[src/rtl/wol_pkg.sv]
package wol_pkg;
    localparam int IDX_W       = 11;
    localparam int ADDR_W      = 48;
    localparam int ADDR_BYTES  = ADDR_W / 8;
    localparam int IP_W        = 32;
    localparam int HASH_W      = 64;
    localparam int HASH_IDX_W  = $clog2(HASH_W);
    localparam int NUM_SRC     = 4;

    localparam int SRC_MAGIC = 0;
    localparam int SRC_ARP   = 1;
    localparam int SRC_MATCH = 2;
    localparam int SRC_HASH  = 3;

    localparam logic [IDX_W-1:0] POS_PAYLOAD = IDX_W'(14);
    localparam logic [IDX_W-1:0] POS_TYPE    = IDX_W'(12);
    localparam logic [IDX_W-1:0] POS_OPCODE  = IDX_W'(20);
    localparam logic [IDX_W-1:0] POS_TPA     = IDX_W'(38);
    localparam logic [IDX_W-1:0] IDX_MAX     = '1;

    localparam logic [15:0] ETYPE_ARP  = 16'h0806;
    localparam logic [15:0] ARP_OP_REQ = 16'h0001;

    localparam int MAGIC_SYNC = 6;
    localparam int MAGIC_REPS = 16;

    typedef struct packed {
        logic             take;
        logic             first;
        logic [IDX_W-1:0] idx;
        logic [7:0]       data;
    } rx_beat_t;

    typedef enum logic [1:0] {
        MG_HUNT,
        MG_MATCH,
        MG_DONE
    } magic_state_e;

    function automatic logic [7:0] addr_byte(input logic [ADDR_W-1:0] a, input logic [2:0] i);
        return a[8*i +: 8];
    endfunction

    function automatic logic [HASH_IDX_W-1:0] hash_fold(input logic [ADDR_W-1:0] a);
        logic [HASH_IDX_W-1:0] r;
        r = '0;
        for (int k = 0; k < ADDR_W; k++) begin
            r[k % HASH_IDX_W] = r[k % HASH_IDX_W] ^ a[k];
        end
        return r;
    endfunction
endpackage

[src/rtl/wol_magic.sv]
module wol_magic
    import wol_pkg::*;
(
    input  logic              clk,
    input  logic              rst,
    input  rx_beat_t          beat,
    input  logic [ADDR_W-1:0] mac,
    output logic              hit
);
    localparam int RUN_W = $clog2(MAGIC_SYNC + 1);
    localparam int REP_W = $clog2(MAGIC_REPS);
    localparam logic [RUN_W-1:0] RUN_FULL = RUN_W'(MAGIC_SYNC);
    localparam logic [REP_W-1:0] REP_LAST = REP_W'(MAGIC_REPS - 1);
    localparam logic [2:0]       PTR_LAST = 3'(ADDR_BYTES - 1);

    magic_state_e     st_q, st_c, st_n;
    logic [RUN_W-1:0] run_q, run_c, run_n;
    logic [2:0]       ptr_q, ptr_c, ptr_n;
    logic [REP_W-1:0] rep_q, rep_c, rep_n;
    logic [7:0]       want;

    always_comb begin
        if (beat.first) begin
            st_c = MG_HUNT; run_c = '0; ptr_c = '0; rep_c = '0;
        end else begin
            st_c = st_q; run_c = run_q; ptr_c = ptr_q; rep_c = rep_q;
        end
        want  = addr_byte(mac, ptr_c);
        st_n  = st_c; run_n = run_c; ptr_n = ptr_c; rep_n = rep_c;
        if (beat.take && beat.idx >= POS_PAYLOAD) begin
            case (st_c)
                MG_HUNT: begin
                    if (beat.data == 8'hFF) begin
                        if (run_c != RUN_FULL) run_n = run_c + 1'b1;
                    end else if (run_c == RUN_FULL && beat.data == want) begin
                        st_n = MG_MATCH; ptr_n = 3'd1; rep_n = '0; run_n = '0;
                    end else begin
                        run_n = '0;
                    end
                end
                MG_MATCH: begin
                    if (beat.data == want) begin
                        if (ptr_c == PTR_LAST) begin
                            ptr_n = '0;
                            if (rep_c == REP_LAST) st_n = MG_DONE;
                            else rep_n = rep_c + 1'b1;
                        end else begin
                            ptr_n = ptr_c + 3'd1;
                        end
                    end else begin
                        st_n = MG_HUNT; ptr_n = '0; rep_n = '0;
                        run_n = (beat.data == 8'hFF) ? RUN_W'(1) : '0;
                    end
                end
                default: ;
            endcase
        end
        hit = (st_n == MG_DONE);
    end

    always_ff @(posedge clk) begin
        if (rst) begin
            st_q <= MG_HUNT; run_q <= '0; ptr_q <= '0; rep_q <= '0;
        end else if (beat.take) begin
            st_q <= st_n; run_q <= run_n; ptr_q <= ptr_n; rep_q <= rep_n;
        end
    end

    // once the pattern is complete it stays found until a new frame starts
    assert_magic_sticky_R2: assert property (@(posedge clk) disable iff (rst)
        (st_q == MG_DONE && beat.take && !beat.first) |=> (st_q == MG_DONE));
endmodule

[src/rtl/wol_arp.sv]
module wol_arp
    import wol_pkg::*;
(
    input  logic            clk,
    input  logic            rst,
    input  rx_beat_t        beat,
    input  logic [IP_W-1:0] ip,
    output logic            hit
);
    logic       ok_q, ok_c, ok_n;
    logic       seen_q, seen_c, seen_n;
    logic       chk;
    logic [7:0] expect_byte;

    always_comb begin
        ok_c   = beat.first ? 1'b1 : ok_q;
        seen_c = beat.first ? 1'b0 : seen_q;
        chk    = 1'b1;
        expect_byte = 8'h00;
        case (beat.idx)
            POS_TYPE:                 expect_byte = ETYPE_ARP[15:8];
            POS_TYPE + IDX_W'(1):     expect_byte = ETYPE_ARP[7:0];
            POS_OPCODE:               expect_byte = ARP_OP_REQ[15:8];
            POS_OPCODE + IDX_W'(1):   expect_byte = ARP_OP_REQ[7:0];
            POS_TPA:                  expect_byte = ip[31:24];
            POS_TPA + IDX_W'(1):      expect_byte = ip[23:16];
            POS_TPA + IDX_W'(2):      expect_byte = ip[15:8];
            POS_TPA + IDX_W'(3):      expect_byte = ip[7:0];
            default:                  chk = 1'b0;
        endcase
        ok_n   = ok_c & ~(beat.take & chk & (beat.data != expect_byte));
        seen_n = seen_c | (beat.take && beat.idx == POS_TPA + IDX_W'(3));
        hit    = ok_n & seen_n;
    end

    always_ff @(posedge clk) begin
        if (rst) begin
            ok_q <= 1'b1; seen_q <= 1'b0;
        end else if (beat.take) begin
            ok_q <= ok_n; seen_q <= seen_n;
        end
    end
endmodule

[src/rtl/wol_addr.sv]
module wol_addr
    import wol_pkg::*;
(
    input  logic              clk,
    input  logic              rst,
    input  rx_beat_t          beat,
    input  logic [ADDR_W-1:0] match_addr,
    input  logic [HASH_W-1:0] hash_table,
    output logic              match_hit,
    output logic              hash_hit
);
    logic [ADDR_W-1:0] da_q, da_n;
    logic              have_q, have_n;

    always_comb begin
        da_n   = da_q;
        have_n = beat.first ? 1'b0 : have_q;
        for (int b = 0; b < ADDR_BYTES; b++) begin
            if (beat.take && beat.idx == IDX_W'(b)) da_n[8*b +: 8] = beat.data;
        end
        if (beat.take && beat.idx == IDX_W'(ADDR_BYTES - 1)) have_n = 1'b1;
        match_hit = have_n && (da_n == match_addr);
        hash_hit  = have_n && da_n[0] && hash_table[hash_fold(da_n)];
    end

    always_ff @(posedge clk) begin
        if (rst) begin
            da_q <= '0; have_q <= 1'b0;
        end else if (beat.take) begin
            da_q <= da_n; have_q <= have_n;
        end
    end
endmodule

[src/rtl/wol_detect.sv]
module wol_detect
    import wol_pkg::*;
(
    input  logic               clk,
    input  logic               rst,
    input  logic               rx_valid,
    input  logic               rx_sof,
    input  logic               rx_eof,
    input  logic               rx_crc_ok,
    input  logic [7:0]         rx_data,
    input  logic [ADDR_W-1:0]  cfg_mac,
    input  logic [IP_W-1:0]    cfg_ip,
    input  logic [ADDR_W-1:0]  cfg_match_addr,
    input  logic [HASH_W-1:0]  cfg_hash_table,
    input  logic [NUM_SRC-1:0] src_enable,
    input  logic [NUM_SRC-1:0] status_clear,
    output logic [NUM_SRC-1:0] wake_status,
    output logic               wake_out
);
    logic               in_frame_q;
    logic [IDX_W-1:0]   idx_q;
    rx_beat_t           beat;
    logic [NUM_SRC-1:0] hits, ev_set, status_q;
    logic               commit;

    always_comb begin
        beat.take  = rx_valid && (rx_sof || in_frame_q);
        beat.first = rx_valid && rx_sof;
        beat.idx   = rx_sof ? '0 : idx_q;
        beat.data  = rx_data;
    end

    always_ff @(posedge clk) begin
        if (rst) begin
            in_frame_q <= 1'b0;
            idx_q      <= '0;
        end else if (beat.take) begin
            in_frame_q <= !rx_eof;
            idx_q      <= (beat.idx == IDX_MAX) ? beat.idx : beat.idx + 1'b1;
        end
    end

    wol_magic u_magic (.clk(clk), .rst(rst), .beat(beat), .mac(cfg_mac), .hit(hits[SRC_MAGIC]));
    wol_arp   u_arp   (.clk(clk), .rst(rst), .beat(beat), .ip(cfg_ip), .hit(hits[SRC_ARP]));
    wol_addr  u_addr  (.clk(clk), .rst(rst), .beat(beat), .match_addr(cfg_match_addr),
                       .hash_table(cfg_hash_table), .match_hit(hits[SRC_MATCH]),
                       .hash_hit(hits[SRC_HASH]));

    assign commit = beat.take && rx_eof && rx_crc_ok;
    assign ev_set = commit ? (hits & src_enable) : '0;

    always_ff @(posedge clk) begin
        if (rst) status_q <= '0;
        else     status_q <= (status_q & ~status_clear) | ev_set;
    end

    assign wake_status = status_q;
    assign wake_out    = |status_q;

    assert_reset_clears_R1: assert property (@(posedge clk)
        rst |=> (status_q == '0));

    assert_set_only_on_good_end_R6: assert property (@(posedge clk) disable iff (rst)
        !commit |=> ((status_q & ~$past(status_q)) == '0));

    assert_enable_gates_R7: assert property (@(posedge clk) disable iff (rst)
        commit |=> ((status_q & ~$past(status_q) & ~$past(src_enable)) == '0));

    assert_clear_drops_R8: assert property (@(posedge clk) disable iff (rst)
        ((status_clear & ~ev_set) != '0) |=> ((status_q & $past(status_clear & ~ev_set)) == '0));
endmodule

[config.mk]
export PLATFORM = sky130hd
export DESIGN_NAME = wol_detect
export DESIGN_NICKNAME = d
export VERILOG_FILES = /design/src/rtl/wol_pkg.sv /design/src/rtl/wol_magic.sv /design/src/rtl/wol_arp.sv /design/src/rtl/wol_addr.sv /design/src/rtl/wol_detect.sv
export SDC_FILE = /design/constraint.sdc
export NUM_CORES = 1
export LEC_CHECK = 0
export BUFFER_PORTS_ARGS = -buffer_cell sky130_fd_sc_hd__buf_2
export CAP_MARGIN = 20
export CORE_AREA = 3 3 129 131
export CTS_CLUSTER_DIAMETER = 120
export DETAILED_ROUTE_END_ITERATION = 10
export DIE_AREA = 0 0 132 134
export GPL_TIMING_DRIVEN = 1
export PLACE_DENSITY_LB_ADDON = 0.08
export SETUP_SLACK_MARGIN = 0.2
export SYNTH_ARGS = -nofsm -noshare
export SYNTH_HDL_FRONTEND = slang
export SYNTH_SLANG_ARGS = --single-unit
[constraint.sdc]
create_clock -name clk -period 7.4 [get_ports clk]
set_input_delay 1.48 -clock clk [delete_from_list [all_inputs] [get_ports clk]]
set_output_delay 1.48 -clock clk [all_outputs]
set_load 0.005 [all_outputs]
Word level (Yosys, flattened, before mapping)
Cells that the tools add are included.
Word-level totals
  input port bits: 214
  output and inout bits: 5
  register bits: 79
  word-level logic and storage cells: 163
Operators by class
  eq/ne operators: 24
  order comparisons: 2
  mux-type cells: 47
  bitwise logic cells: 52
  add/subtract/negate cells: 4
  reduce and logical (&&, ||, !) cells: 22
  shifts and indexed selects: 1
Operator list (number)
  $pmux W8 S7: 1
  $eq A48 B48 Y1: 1
  $mux W8: 6
  $shiftx A48 B7 Y8: 1
  $eq A11 B6 Y1 const B: 4
  $xor A1 B1 Y1: 42
  $mux W3: 11
  $mux W4: 8
  $eq A11 B2 Y1 const B: 2
  $eq A11 B3 Y1 const B: 2
  $eq A11 B4 Y1 const B: 2
  $eq A11 B5 Y1 const B: 2
  $mux W11: 2
  $logic_and A1 B1 Y1: 16
  $mux W2: 7
  $pmux W3 S2: 2
  $add A11 B1 Y11 const B: 1
  $eq A11 B1 Y1 const B: 1
  $eq A11 B11 Y1 const B: 1
  $ge A11 B4 Y1 const B: 1
  $logic_not A11 Y1: 1
  $and A4 B4 Y4: 2
  $eq A8 B8 Y1: 1
  $eq A8 B8 Y1 const B: 1
  23 further kinds: 34

Depth between registers and ports, before layout
Gate-level depths: netlist of the first run.
  depth after elaboration: 17
  depth in mapped cells: 19
  depth with buffers taken out: 14

Modules after synthesis
Synthesis of the first run repeated with hierarchy kept, for this count alone.
Unflattened totals
  cells, all modules: 921
  area, all modules: 7576.0 um2
By module, submodules not included
  wol_addr: seq. area each 980.9 um2, area an instance 3905.0 um2, cells an instance 442, times used 1
  wol_magic: seq. area each 240.2 um2, area an instance 1988.2 um2, cells an instance 270, times used 1
  wol_detect: seq. area each 320.3 um2, area an instance 923.4 um2, cells an instance 114, times used 1
  wol_arp: seq. area each 40.0 um2, area an instance 759.5 um2, cells an instance 95, times used 1

Least setup slack after synthesis of the first run
No wires, ideal clock.
  path kind: input to register
  start: in rx_sof
  end: reg status_q[3] (netlist: wake_status[3])
  cell stages on the path: 17
  library setup time: 120 ps
  required time: 7280 ps
  setup slack: 1791 ps
  buffers on the path: 3
  data arrival time: 5489 ps
  cell sequence: clkbuf_1 > clkbuf_1 > clkbuf_1 > nor2b_1 > inv_1 > ha_1 > nand2_1 > o41ai_4 > mux2_4 > and3_1 > a211oi_1 > nor3_4 > nor2_8 > mux4_2 > a22o_1 > o31ai_1 > o31ai_1
On the way
  longest elaborated chain between the ends: 17
  elaborated cells on any way between the ends: 75
  those cells by class: eq/ne: 5; mux: 12; bitwise: 44; reduce/logical: 14
Ends and longest elaborated chain
  start, declared: RTL line wol_detect.sv:7  | input logic rx_sof,
  $mux W11 / $logic_or A1 B1 Y1 (equally long branches): RTL line wol_detect.sv:29, wol_detect.sv:27
  $eq A11 B1 Y1, or another cell as far along: RTL line wol_addr.sv:19  | if (beat.take && beat.idx == IDX_W'(b)) da_n[8*b +: 8] = beat.data;
  $logic_and A1 B1 Y1: RTL line wol_addr.sv:19
  $mux W8: RTL line wol_addr.sv:19
  $xor A1 B1 Y1 (7 in series): RTL line wol_pkg.sv:48  | r[k % HASH_IDX_W] = r[k % HASH_IDX_W] ^ a[k];
  $bmux W1 S6: RTL line wol_addr.sv:23  | hash_hit = have_n && da_n[0] && hash_table[hash_fold(da_n)];
  $mux W1 (implied by the code): RTL line wol_addr.sv:23
  $logic_and A1 B1 Y1: RTL line wol_addr.sv:23
  $and A4 B4 Y4: RTL line wol_detect.sv:50  | assign ev_set = commit ? (hits & src_enable) : '0;
  $mux W4 *: RTL line wol_detect.sv:50
  $or A4 B4 Y4 *: RTL line wol_detect.sv:54  | else status_q <= (status_q & ~status_clear) | ev_set;
  end signal, assigned: RTL line wol_detect.sv:54
  end, declared: RTL line wol_detect.sv:23  | logic [NUM_SRC-1:0] hits, ev_set, status_q;
Every way passes the cells marked *; elsewhere a longest branch is shown, timed or not. The select of a mux whose other input is x is not followed.
A chain may end at the register's enable or synchronous reset.

Worst setup path in the final report of the first run
Ends and elaborated chain as after synthesis.

==> results.py, run 1 <==
metrics = {
    "global_route": {
        "via_count_of_the_first_global_routing_pass": 7311,
        "groute.usage.overall_pct": 26.43,
        "antenna_found_initial": 0,
        "grt_start_max_net_pins": 49,
        "grt_pass1_wl_um": 38060,
        "globalRoute.totalOverflow": 0,
    },
    "yosys": {
        "ys_seq_elements": 79,
        "synth-warning-count": 0,
        "postSynthAreaPerCell_um2": 7.832,
        "syn-instance-count": 897,
        "synth.yosys.seq_area_share_pct": 22.51,
        "synth_edf_count": 0,
        "mappedNetlistNets": 1116,
        "ys_async_sr_fraction_pct": 0,
        "synthDistinctLibCells": 77,
        "mapped_area_um2": 7025,
        "synth_top_flop_cell": "dfxtp_1",
    },
    "worst_setup_path": {
        "worstPathArrival_ps": 5900,
        "worst_setup_path_start_kind": "input pin",
        "cp_max_fo": 26,
        "critPathRequiredTime_ps": 7640,
        "worst_setup_path_end_kind": "register",
        "criticalPathCategory": "input pin to register",
    },
    "sta": {
        "fmax_ghz": 0.1769,
        "worst_slew_pin_slew_ps": 1082,
        "timing.slew.headroom_pct": 27.63,
        "final_period_minus_worst_setup_slack_ps": 5653,
        "setup_total_negative_slack_ps": 0,
        "setup_violations": 0,
        "whs_ps": 449.5,
        "hold_viol": 0,
        "fin_crit_sh_pct": 76.39,
        "timing.clock.skew_ps": 7.440,
        "rsz0062_at_grt": "false",
        "final_critical_path_setup_slack_ps": 1747,
        "report.final.slew_viol_count": 0,
    },
    "routing": {
        "number_of_nets_still_failing_antenna_checks_after_routing": 0,
        "drt-pass1-iter-count": 6,
        "drc": 0,
        "drt_total_wl_um": 24090,
        "detail_route.vias_per_cell": 5.821,
        "via_count": 7579,
        "routedWlPerCell_um": 18.51,
        "initial_drt_markers": 745,
    },
    "power_and_ir_drop": {
        "power.sequential.fraction_pct": 36.8,
        "intPower_uw": 808.7,
        "p_per_area_nw_per_um2": 138.4,
        "comb_power_share_pct": 26.1,
        "total_power_mw": 1.179,
        "netSwitchingPower_uw": 370.4,
        "max-vdd-ir-drop_v": 0.0001385,
        "clock_power_share_pct": 37.1,
        "swShare_pct": 31.41,
        "cellLeakagePower_nw": 3.354,
    },
    "clocking": {
        "clk_latency_ps": 350,
        "cts.htree.levels": 3,
        "cts-buffers-inserted": 9,
        "path_clk_slew_ps": 70,
        "clock_sinks": 79,
        "post_cts_resized": 0,
        "ctsRootBufferMaster": "clkbuf_16",
        "cts_max_path_buffers": 2,
        "quantity_of_hold_fixing_buffers_added_after_cts": 0,
        "tritoncts": "yes",
        "cts_setup_buffers": 0,
    },
    "floorplanning": {
        "fp-row-count": 46,
        "dieWidth_um": 132,
        "fp.dieArea_um2": 17690,
        "top_level_ports": 219,
        "effective_utilization_at_floorplan_pct": 44.71,
        "dieHeight_um": 134,
        "core-area_um2": 15710,
    },
    "place": {
        "io_buffers": 218,
        "half_perimeter_wire_length_of_the_detailed_placement_result_um": 18590,
        "postPlaceCellArea_um2": 8237,
        "gp_congestion": 0.9230,
        "place_ws_ps": 1423,
    },
    "finish": {
        "nFillCells": 1564,
        "finalNetCount": 1300,
        "layout-area-overhead-vs-synth_pct": 21.28,
        "antenna-diode-count": 0,
        "layout-drive-gt1-share_pct": 25.87,
        "fin_area_um2": 8521,
    },
    "worst_hold_path": {
        "worst_min_delay_path_class": "register to register",
    },
    "status": {
        "outcome": "finished, final reports clean",
    },
    "run": {
        "cap_viol_max_count": 0,
    },
}
==> Yosys cell counts, types with 5 or more instances <==
library cell / n / area (µm²)
a211oi_1: 6 / 45.04
o21a_1: 10 / 75.07
inv_1: 23 / 86.33
or3_1: 5 / 31.28
nor3_1: 17 / 85.08
o21ai_0: 42 / 210.2
o22ai_1: 5 / 31.28
nand2b_1: 8 / 50.05
a221o_1: 5 / 50.05
mux2_2: 9 / 101.4
a21boi_0: 5 / 37.54
and3_1: 7 / 43.79
nand3_1: 35 / 175.2
clkbuf_1: 42 / 157.7
a22o_1: 17 / 148.9
mux2i_1: 52 / 520.5
a311oi_1: 6 / 52.55
a221oi_1: 10 / 87.58
a32oi_1: 13 / 113.9
nor4_1: 15 / 93.84
mux4_2: 6 / 135.1
nor2b_1: 5 / 31.28
nand4_1: 47 / 294.0
o31ai_1: 12 / 90.09
xnor2_1: 59 / 516.8
nor3b_1: 7 / 52.55
xor2_1: 36 / 315.3
dfxtp_1: 79 / 1582
ha_1: 5 / 62.56
a21oi_1: 48 / 240.2
and2_1: 9 / 56.30
or2_2: 9 / 56.30
buf_1: 8 / 30.03
nand2_1: 50 / 187.7
a21o_1: 5 / 37.54
nor2_1: 108 / 405.4
==> critical path, cell delays in order <==
cell and delay [ps]:
buf_2 240, nand2b_1 220, inv_1 90, ha_1 240, nand2_1 110, o41ai_4 210
buf_4 230, mux2_4 340, and3_1 230, o211ai_2 850, a21oi_4 230, nor2_8 260
mux4_2 520, a22o_1 240, o31ai_1 300, o31ai_1 90
==> layout make-up <==
| type | count | area (µm²) | area share [%] |
|---|---|---|---|
| multi-input combinational | 739 | 5125 | 60.15 |
| sequential | 79 | 1582 | 18.56 |
| timing repair buffer | 229 | 1174 | 13.77 |
| tap | 216 | 270.3 | 3.172 |
| clock buffer | 11 | 242.7 | 2.849 |
| inverter | 23 | 86.33 | 1.013 |
| clock inverter | 5 | 41.29 | 0.4846 |
==> final timing paths <==
kind                                   from                   endpoint  slack (ps)  cells after the start
hold / removal    wake_status[0]$_SDFF_PP0_  wake_status[0]$_SDFF_PP0_         450                      2
setup / recovery                     rx_sof  wake_status[3]$_SDFF_PP0_        1750                     16
hold reg to reg   wake_status[0]$_SDFF_PP0_  wake_status[0]$_SDFF_PP0_         450                      2
setup reg to reg      idx_q[5]$_SDFFE_PP0P_  wake_status[3]$_SDFF_PP0_        2620                     12
==> power by group through the flow <==
stage                     clock network [mW]  registers, mW  logic (mW)
after floorplan                            0          0.442       0.194
after global placement                     0          0.443       0.304
after detailed placement                   0          0.443       0.305
after CTS                              0.442          0.434       0.306
after global routing                   0.458          0.434       0.336
final                                  0.437          0.434       0.308
==> placed cells by master (no fill, tap or decap), drive strengths merged, types with 10 or more instances in the layout <==
cell type	count
buf	229
nor2	109
dfxtp	79
xnor2	59
mux2i	52
nand2	50
a21oi	49
nand4	47
o21ai	46
xor2	36
nand3	35
inv	25
nor3	19
a22o	17
nor4	16
a32oi	13
o31ai	12
clkbuf	11
o21a	10
a221oi	10
mux2	10
==> flip-flops by register name, indices dropped and copies added (netlist names), 2 cells and up <==
name           count
wake_status        4
u_addr.da_q       48
u_magic.ptr_q      3
idx_q             11
u_magic.st_q       2
u_magic.run_q      3
u_magic.rep_q      4
==> through the flow <==
step	utilization [%]	instances
after global routing	54.23	1302
after CTS	54.23	1302
final	54.23	1302
after floorplan	-	897
after detailed placement	52.42	1286
after global placement	52.42	1286
==> per-layer routing <==
| metal | vias up | GRT usage, % | routed length, µm |
|---|---|---|---|
| li1 | 3717 | - | - |
| met1 | 3565 | 34.71 | 10580 |
| met2 | 265 | 45.78 | 11790 |
| met3 | 32 | 4.689 | 1385 |
| met4 | 0 | 5.368 | 339 |
| met5 | - | 0 | 0 |
==> cells by family (layout without fill, tap and decap cells) <==
logic type	Yosys count	count (layout)	share of synthesized area [%]
AOI/OAI and AO/OA	222	222	22.26
xor gates and xnor gates	100	100	13.46
adders and majority gates	5	5	0.8905
buffers and inverters	79	268	4.541
DFF	79	79	22.51
muxes	68	68	10.99
and+or+nand+nor	344	344	25.34
(Power assumes the default switching activity.)
==> inputs of run 2 (changes only) <==
Settings changed: ABC_AREA from default to 1.
Clock period 7.4 ns to 5.75 ns, I/O delays scaled along.
==> run 2 against run 1 <==
  * Global-route usage shrank 0.28 points
  * Worst hold slack gained 42 ps
  * First-iteration DRC count shrank 29%
  * Clock power is 23% higher
  * Combinational power increased by 58%
  * Setup slack worse by 490 ps
  * Design area shrank 1.6%
  * Die area did not move
  * Critical path type unchanged
==> results.py, run 2 <==
metrics = {
    "status": {
        "outcome": "finished, final reports clean",
    },
    "yosys": {
        "postSynthAreaPerCell_um2": 6.120,
        "yosys.cell_count.top_type": "nand2_1",
        "synthDominantAreaCellType": "dfxtp_1",
        "mappedNetlistNets": 1354,
        "ys_async_sr_fraction_pct": 0,
        "yosysTopAreaCellShare_pct": 22.77,
        "ys_seq_elements": 79,
        "syn-instance-count": 1135,
        "synth_edf_count": 0,
        "synth_top_flop_cell": "dfxtp_1",
        "ys_top_cells_by_area": "dfxtp_1, nand2_1, nand3_1",
        "mapped_area_um2": 6947,
        "synthDistinctLibCells": 53,
        "synth.yosys.seq_area_share_pct": 22.77,
        "synth-warning-count": 0,
        "commonest_cells_in_the_netlist": "nand2_1, nor2_1, nand3_1, inv_1, dfxtp_1",
    },
    "global_route": {
        "grt_most_used_layer": "met2",
        "antenna_found_initial": 2,
        "grt_use_met2_pct": 43.81,
        "grt_pass1_wl_um": 37930,
        "via_count_of_the_first_global_routing_pass": 7561,
        "groute.usage.overall_pct": 26.14,
        "grt_start_max_net_pins": 70,
        "met3_usage_pct": 5.139,
        "met1_usage_pct": 34.39,
        "globalRoute.totalOverflow": 0,
    },
    "sta": {
        "fmax_ghz": 0.2227,
        "timing.clock.skew_ps": 9.035,
        "setup_violations": 0,
        "setup_total_negative_slack_ps": 0,
        "worst_slew_pin_slew_ps": 796.3,
        "hold_viol": 0,
        "rsz0062_at_grt": "false",
        "final_period_minus_worst_setup_slack_ps": 4490,
        "fin_crit_sh_pct": 78.09,
        "report.final.slew_viol_count": 0,
        "timing.slew.headroom_pct": 46.91,
    },
    "routing": {
        "drt-pass1-iter-count": 5,
        "routedWlPerCell_um": 15.14,
        "number_of_nets_still_failing_antenna_checks_after_routing": 0,
        "initial_drt_markers": 528,
        "drt_total_wl_um": 23580,
        "drc": 0,
        "detail_route.vias_per_cell": 5.179,
        "via_count": 8064,
    },
    "worst_hold_path": {
        "worst_min_delay_path_class": "register to register",
    },
    "finish": {
        "reg.largest.list": "u_addr.da_q x48, idx_q x11",
        "layout-area-overhead-vs-synth_pct": 20.66,
        "max_flop_register": "u_addr.da_q",
        "layout-drive-gt1-share_pct": 22.70,
        "finalNetCount": 1553,
        "layout.core_utilization_pct": 53.34,
        "layout_common_cells": "nand2_1, buf_2, nor2_1",
        "fin_area_um2": 8382,
        "mostFrequentLayoutCell": "nand2_1",
        "number_of_flip_flops_in_the_largest_register": 48,
    },
    "clocking": {
        "cts-buffers-inserted": 9,
        "clock_sinks": 79,
        "ctsRootBufferMaster": "clkbuf_16",
        "post_cts_resized": 0,
        "clk_latency_ps": 350,
        "cts.htree.levels": 3,
        "cts_max_path_buffers": 2,
        "path_clk_slew_ps": 60,
        "tritoncts": "yes",
        "cts_setup_buffers": 0,
        "quantity_of_hold_fixing_buffers_added_after_cts": 0,
    },
    "place": {
        "gp_congestion": 0.9151,
        "io_buffers": 218,
        "half_perimeter_wire_length_of_the_detailed_placement_result_um": 18590,
        "postPlaceCellArea_um2": 8108,
    },
    "worst_setup_path": {
        "crit_path_cell_trace": "buf_2 > inv_2 > nand2_4 > inv_2 > ha_1 > inv_1 > nor2_1 > nand4_1 > nand2_1 > nand2_1 > nand2_1 > nand3_1 > nand2_2 > nand3_4 > nand2_2 > nand2_1 > nand3_1 > nand3_1 > nand2_1 > nand2_1 > nand3_1 > nand3_1 > nand3_1 > a21oi_1",
        "crit_family": "simple AND/OR/NAND/NOR gates",
        "worst_setup_path_end_kind": "register",
        "worst_setup_path_start_kind": "input pin",
        "critical-path-slowest-cell": "nand4_1",
        "worstPathArrival_ps": 4680,
        "critPathMaxStageDelay_ps": 520,
        "cp_max_fo": 31,
        "critPathRequiredTime_ps": 5940,
        "criticalPathCategory": "input pin to register",
        "crit_buf_inv": 4,
    },
    "power_and_ir_drop": {
        "max-vdd-ir-drop_v": 0.0001670,
        "p_per_area_nw_per_um2": 189.3,
        "cellLeakagePower_nw": 4.105,
    },
    "floorplanning": {
        "top_level_ports": 219,
        "fp.dieArea_um2": 17690,
        "dieHeight_um": 134,
        "core-area_um2": 15710,
        "dieWidth_um": 132,
        "effective_utilization_at_floorplan_pct": 44.21,
        "fp-row-count": 46,
    },
    "run": {
        "cap_viol_max_count": 0,
    },
}
run 2: cell types whose count changed in the layout (fill, tap and decap cells not counted), moves of 23 or more:
cell	previous run	this run
mux2i_1	52	0
nand2_1	50	308
inv_1	23	123
xnor2_1	59	18
nand4_1	47	16
nand3_1	35	126
nor2_1	108	131
run 2: metrics by stage:
step,setup slack [ps],total power [mW],hold slack [ps],std cells
after floorplan,2255,0.9196,450.7,1135
after global placement,966.1,1.059,459.4,1539
after detailed placement,900.6,1.059,484.2,1539
after CTS,1267,1.600,493.8,1555
after global routing,707.9,1.679,507.9,1557
final,1260,1.586,491.8,1557
run 2: worst paths after layout:
check	startpoint	cells past startpoint	to	slack [ps]
hold / removal	wake_status[0]$_SDFF_PP0_	2	wake_status[0]$_SDFF_PP0_	490
hold reg to reg	wake_status[0]$_SDFF_PP0_	2	wake_status[0]$_SDFF_PP0_	490
setup / recovery	rx_sof	24	wake_status[3]$_SDFF_PP0_	1260
setup reg to reg	idx_q[1]$_SDFFE_PP0P_	23	wake_status[3]$_SDFF_PP0_	2110
run 2: area by class of cell:
| cell class | count | area [µm²] |
|---|---|---|
| Antenna cell | 2 | 5.005 |
| Clock buffer | 13 | 250.2 |
| Clock inverter | 3 | 18.77 |
| Fill cell | 1653 | 7331 |
| Inverter | 140 | 526.8 |
| Multi-Input combinational cell | 883 | 4616 |
| Sequential cell | 79 | 1582 |
| Tap cell | 216 | 270.3 |
| Timing Repair Buffer | 221 | 1114 |
run 2: metal layers:
metal / up-vias / wire [µm]
li1: 4128 / -
met1: 3609 / 10400
met2: 290 / 10970
met3: 37 / 1631
met4: 0 / 579
met5: - / 0
run 2: where the power goes:
group          internal, mW  switching, mW  total (mW)
combinational         0.183          0.303       0.487
sequential            0.557        0.00452       0.562
clock                 0.304          0.234       0.538
run 2: logic make-up (layout without fill, tap and decap cells):
| logic type | after synthesis | after routing | share of synthesized area [%] |
|---|---|---|---|
| AOI/OAI and AO/OA | 166 | 166 | 15.13 |
| xor gates and xnor gates | 63 | 63 | 7.943 |
| adders and majority gates | 5 | 5 | 0.9006 |
| buffers and inverters | 173 | 377 | 10.79 |
| DFF | 79 | 79 | 22.77 |
| other | 0 | 2 | 0 |
| and+or+nand+nor | 649 | 649 | 42.47 |
run 2: worst min-delay path, stage by stage, from the launching register on:
cell and delay [ps]:
dfxtp_1 320, nand3b_1 70, o21ai_1 50
==> inputs of run 3 (changes only) <==
Clock period 5.75 ns to 3.89 ns, I/O delays scaled along.
==> run 3 against run 2 <==
  * Flip-flop and latch count unchanged
  * Global-route usage grew 0.59 points
  * Sequential power up 48%
  * Critical path type unchanged
  * Critical endpoint unchanged
  * Die area stayed put
  * Design area is 3.3% higher
  * Sequential share of layout area shrank 0.59 points
  * Largest cell class unchanged
  * Count of clock-buffer cells in the layout decreased by 4
==> results.py, run 3 (same netlist as run 2, synthesis figures left out) <==
metrics = {
    "status": {
        "outcome": "finished, final reports clean",
    },
    "power_and_ir_drop": {
        "p_per_area_nw_per_um2": 286.6,
        "cellLeakagePower_nw": 4.259,
        "intPower_mw": 1.628,
        "swShare_pct": 34.34,
        "clock_power_share_pct": 36.5,
        "max-vdd-ir-drop_v": 0.0002807,
        "netSwitchingPower_uw": 851.7,
        "power.sequential.fraction_pct": 33.5,
        "comb_power_share_pct": 30.1,
    },
    "clocking": {
        "cts-buffers-inserted": 9,
        "quantity_of_hold_fixing_buffers_added_after_cts": 0,
        "cts_max_path_buffers": 2,
        "path_clk_slew_ps": 60,
        "cts_setup_buffers": 0,
        "ctsRootBufferMaster": "clkbuf_16",
        "tritoncts": "yes",
        "clk_latency_ps": 350,
        "clock_sinks": 79,
        "post_cts_resized": 0,
        "cts.htree.levels": 3,
    },
    "worst_setup_path": {
        "regToRegStartpoint": "idx_q[1]$_SDFFE_PP0P_",
        "critPathMaxStageDelay_ps": 260,
        "worst_setup_path_start_kind": "input pin",
        "critical_path.most_common_cell": "nand2_1",
        "regToRegSetupSlack_ps": 640,
        "cp_max_fo": 18,
        "crit_family": "simple AND/OR/NAND/NOR gates",
        "worst_setup_path_end_kind": "register",
        "worstPathArrival_ps": 3630,
        "critPathRequiredTime_ps": 4110,
        "crit_buf_inv": 5,
        "critical-path-slowest-cell": "buf_4",
        "criticalPathCategory": "input pin to register",
        "crit_path_cell_trace": "buf_2 > inv_2 > buf_12 > nand2_1 > nand2_1 > nor2_4 > nand4_4 > buf_4 > nand2_1 > inv_1 > nor2_1 > nand2_1 > nand2_1 > nand3_2 > nand2_1 > nand2_1 > nand2_2 > nand3_1 > nand3_1 > nand3_1 > nand3_1 > nand3_1 > nand3_1 > a21oi_1",
        "r2r_cells": 18,
        "worst-path-stages": 24,
        "critical_path.reg2reg.endpoint": "wake_status[3]$_SDFF_PP0_",
    },
    "sta": {
        "hold_viol": 0,
        "fmax_ghz": 0.2936,
        "setup_total_negative_slack_ps": 0,
        "timing.slew.headroom_pct": 47.07,
        "setup_violations": 0,
        "final_critical_path_setup_slack_ps": 483.8,
        "final_period_minus_worst_setup_slack_ps": 3406,
        "worst_slew_pin_slew_ps": 794.0,
        "report.final.slew_viol_count": 0,
        "rsz0062_at_grt": "true",
        "timing.clock.skew_ps": 9.119,
        "fin_crit_sh_pct": 87.56,
    },
    "worst_hold_path": {
        "min-delay-start": "u_addr.have_q$_SDFFE_PP0P_",
        "worst_min_delay_path_class": "register to register",
        "min_path_cells": 2,
        "timing.hold.worst_endpoint": "u_addr.have_q$_SDFFE_PP0P_",
    },
    "place": {
        "io_buffers": 218,
        "gp_congestion": 0.9001,
        "postPlaceCellArea_um2": 8333,
        "half_perimeter_wire_length_of_the_detailed_placement_result_um": 19190,
        "place_ws_ps": 17.39,
    },
    "finish": {
        "layout_common_cells": "nand2_1, buf_2, nor2_1",
        "nFillCells": 1668,
        "reg.largest.list": "u_addr.da_q x48, idx_q x11",
        "fin_area_um2": 8655,
        "number_of_flip_flops_in_the_largest_register": 48,
        "layout.core_utilization_pct": 55.08,
        "max_flop_register": "u_addr.da_q",
        "layout-area-overhead-vs-synth_pct": 24.59,
        "area_taken_by_multi_input_logic_gates_um2": 4626,
        "layout.area.seq_um2": 1582,
        "mostFrequentLayoutCell": "nand2_1",
        "antenna-diode-count": 0,
        "layout-drive-gt1-share_pct": 24.34,
        "finalNetCount": 1578,
    },
    "routing": {
        "drt-pass1-iter-count": 5,
        "initial_drt_markers": 526,
        "drc": 0,
        "number_of_nets_still_failing_antenna_checks_after_routing": 0,
        "detail_route.vias_per_cell": 5.149,
        "via_count": 8136,
        "drt_total_wl_um": 23990,
        "routedWlPerCell_um": 15.18,
    },
    "floorplanning": {
        "top_level_ports": 219,
        "fp-row-count": 46,
        "effective_utilization_at_floorplan_pct": 44.21,
        "fp.dieArea_um2": 17690,
        "dieWidth_um": 132,
        "core-area_um2": 15710,
        "dieHeight_um": 134,
    },
    "global_route": {
        "grt_start_max_net_pins": 39,
        "globalRoute.totalOverflow": 0,
        "via_count_of_the_first_global_routing_pass": 7726,
        "groute.usage.overall_pct": 26.73,
        "antenna_found_initial": 1,
        "grt_pass1_wl_um": 38650,
    },
    "run": {
        "cap_viol_max_count": 0,
    },
}
run 3: cell types whose count changed in the layout (fill, tap and decap cells not counted), sizes merged:
| cell | previous run | this run |
|---|---|---|
| bufinv | 0 | 1 |
| clkinv | 9 | 7 |
| buf | 221 | 246 |
| clkinvlp | 0 | 1 |
| clkbuf | 13 | 9 |
| diode | 2 | 0 |
| inv | 134 | 138 |
run 3: worst max path at each step:
stage | to | start
global route | wake_status[2]$_SDFF_PP0_ | rx_sof
CTS | wake_status[2]$_SDFF_PP0_ | rx_sof
floorplan | wake_status[2]$_SDFF_PP0_ | rx_sof
detailed placement | wake_status[2]$_SDFF_PP0_ | rx_sof
global placement | wake_status[2]$_SDFF_PP0_ | rx_sof
finish | wake_status[3]$_SDFF_PP0_ | rx_sof
run 3: power groups by stage:
stage | clock, mW | sequential, mW | combinational [mW]
2_1_floorplan | 0 | 0.847 | 0.513
3_3_place_gp | 0 | 0.848 | 0.737
3_5_place_dp | 0 | 0.848 | 0.739
4_1_cts | 0.920 | 0.830 | 0.744
5_1_grt | 0.956 | 0.831 | 0.838
6_report | 0.904 | 0.830 | 0.746
run 3: through the flow:
| step | hold WS (ps) | power [mW] | std cells |
|---|---|---|---|
| final | 486.0 | 2.480 | 1580 |
| after global routing | 516.4 | 2.625 | 1580 |
| after CTS | 487.6 | 2.494 | 1580 |
| after detailed placement | 472.9 | 1.588 | 1564 |
| after global placement | 464.6 | 1.585 | 1564 |
| after floorplan | 450.7 | 1.359 | 1135 |
run 3: area by class of cell:
cell class / count / share of cell area, %
timing repair buffer: 246 / 15.47
multi-input combinational: 883 / 53.45
clock buffer: 9 / 2.602
tap: 216 / 3.123
clock inverter: 7 / 0.9975
inverter: 140 / 6.086
sequential: 79 / 18.27
run 3: worst register-to-register path, cell delays in order, from the launching register on:
cell and delay [ps]:
dfxtp_1 360, inv_1 90, nor2_1 190, inv_1 70, ha_1 250, nand2_1 80, inv_1 90, nand2_4 210
nor2_1 90, a21oi_2 210, xnor2_1 170, xor2_1 300, xor2_1 210, xor2_1 380, inv_1 110, nand3_1 100
nand3_1 80, nand3_1 80, a21oi_1 60
run 3: per-layer routing:
layer  wire length (µm)  GRT usage (%)  vias to the layer above
met5                 13              0                        -
met4                420          5.484                        2
met3               1316          5.439                       33
met2              11670          47.75                      229
met1              10560          33.45                     3695
li1                   -              -                     4177
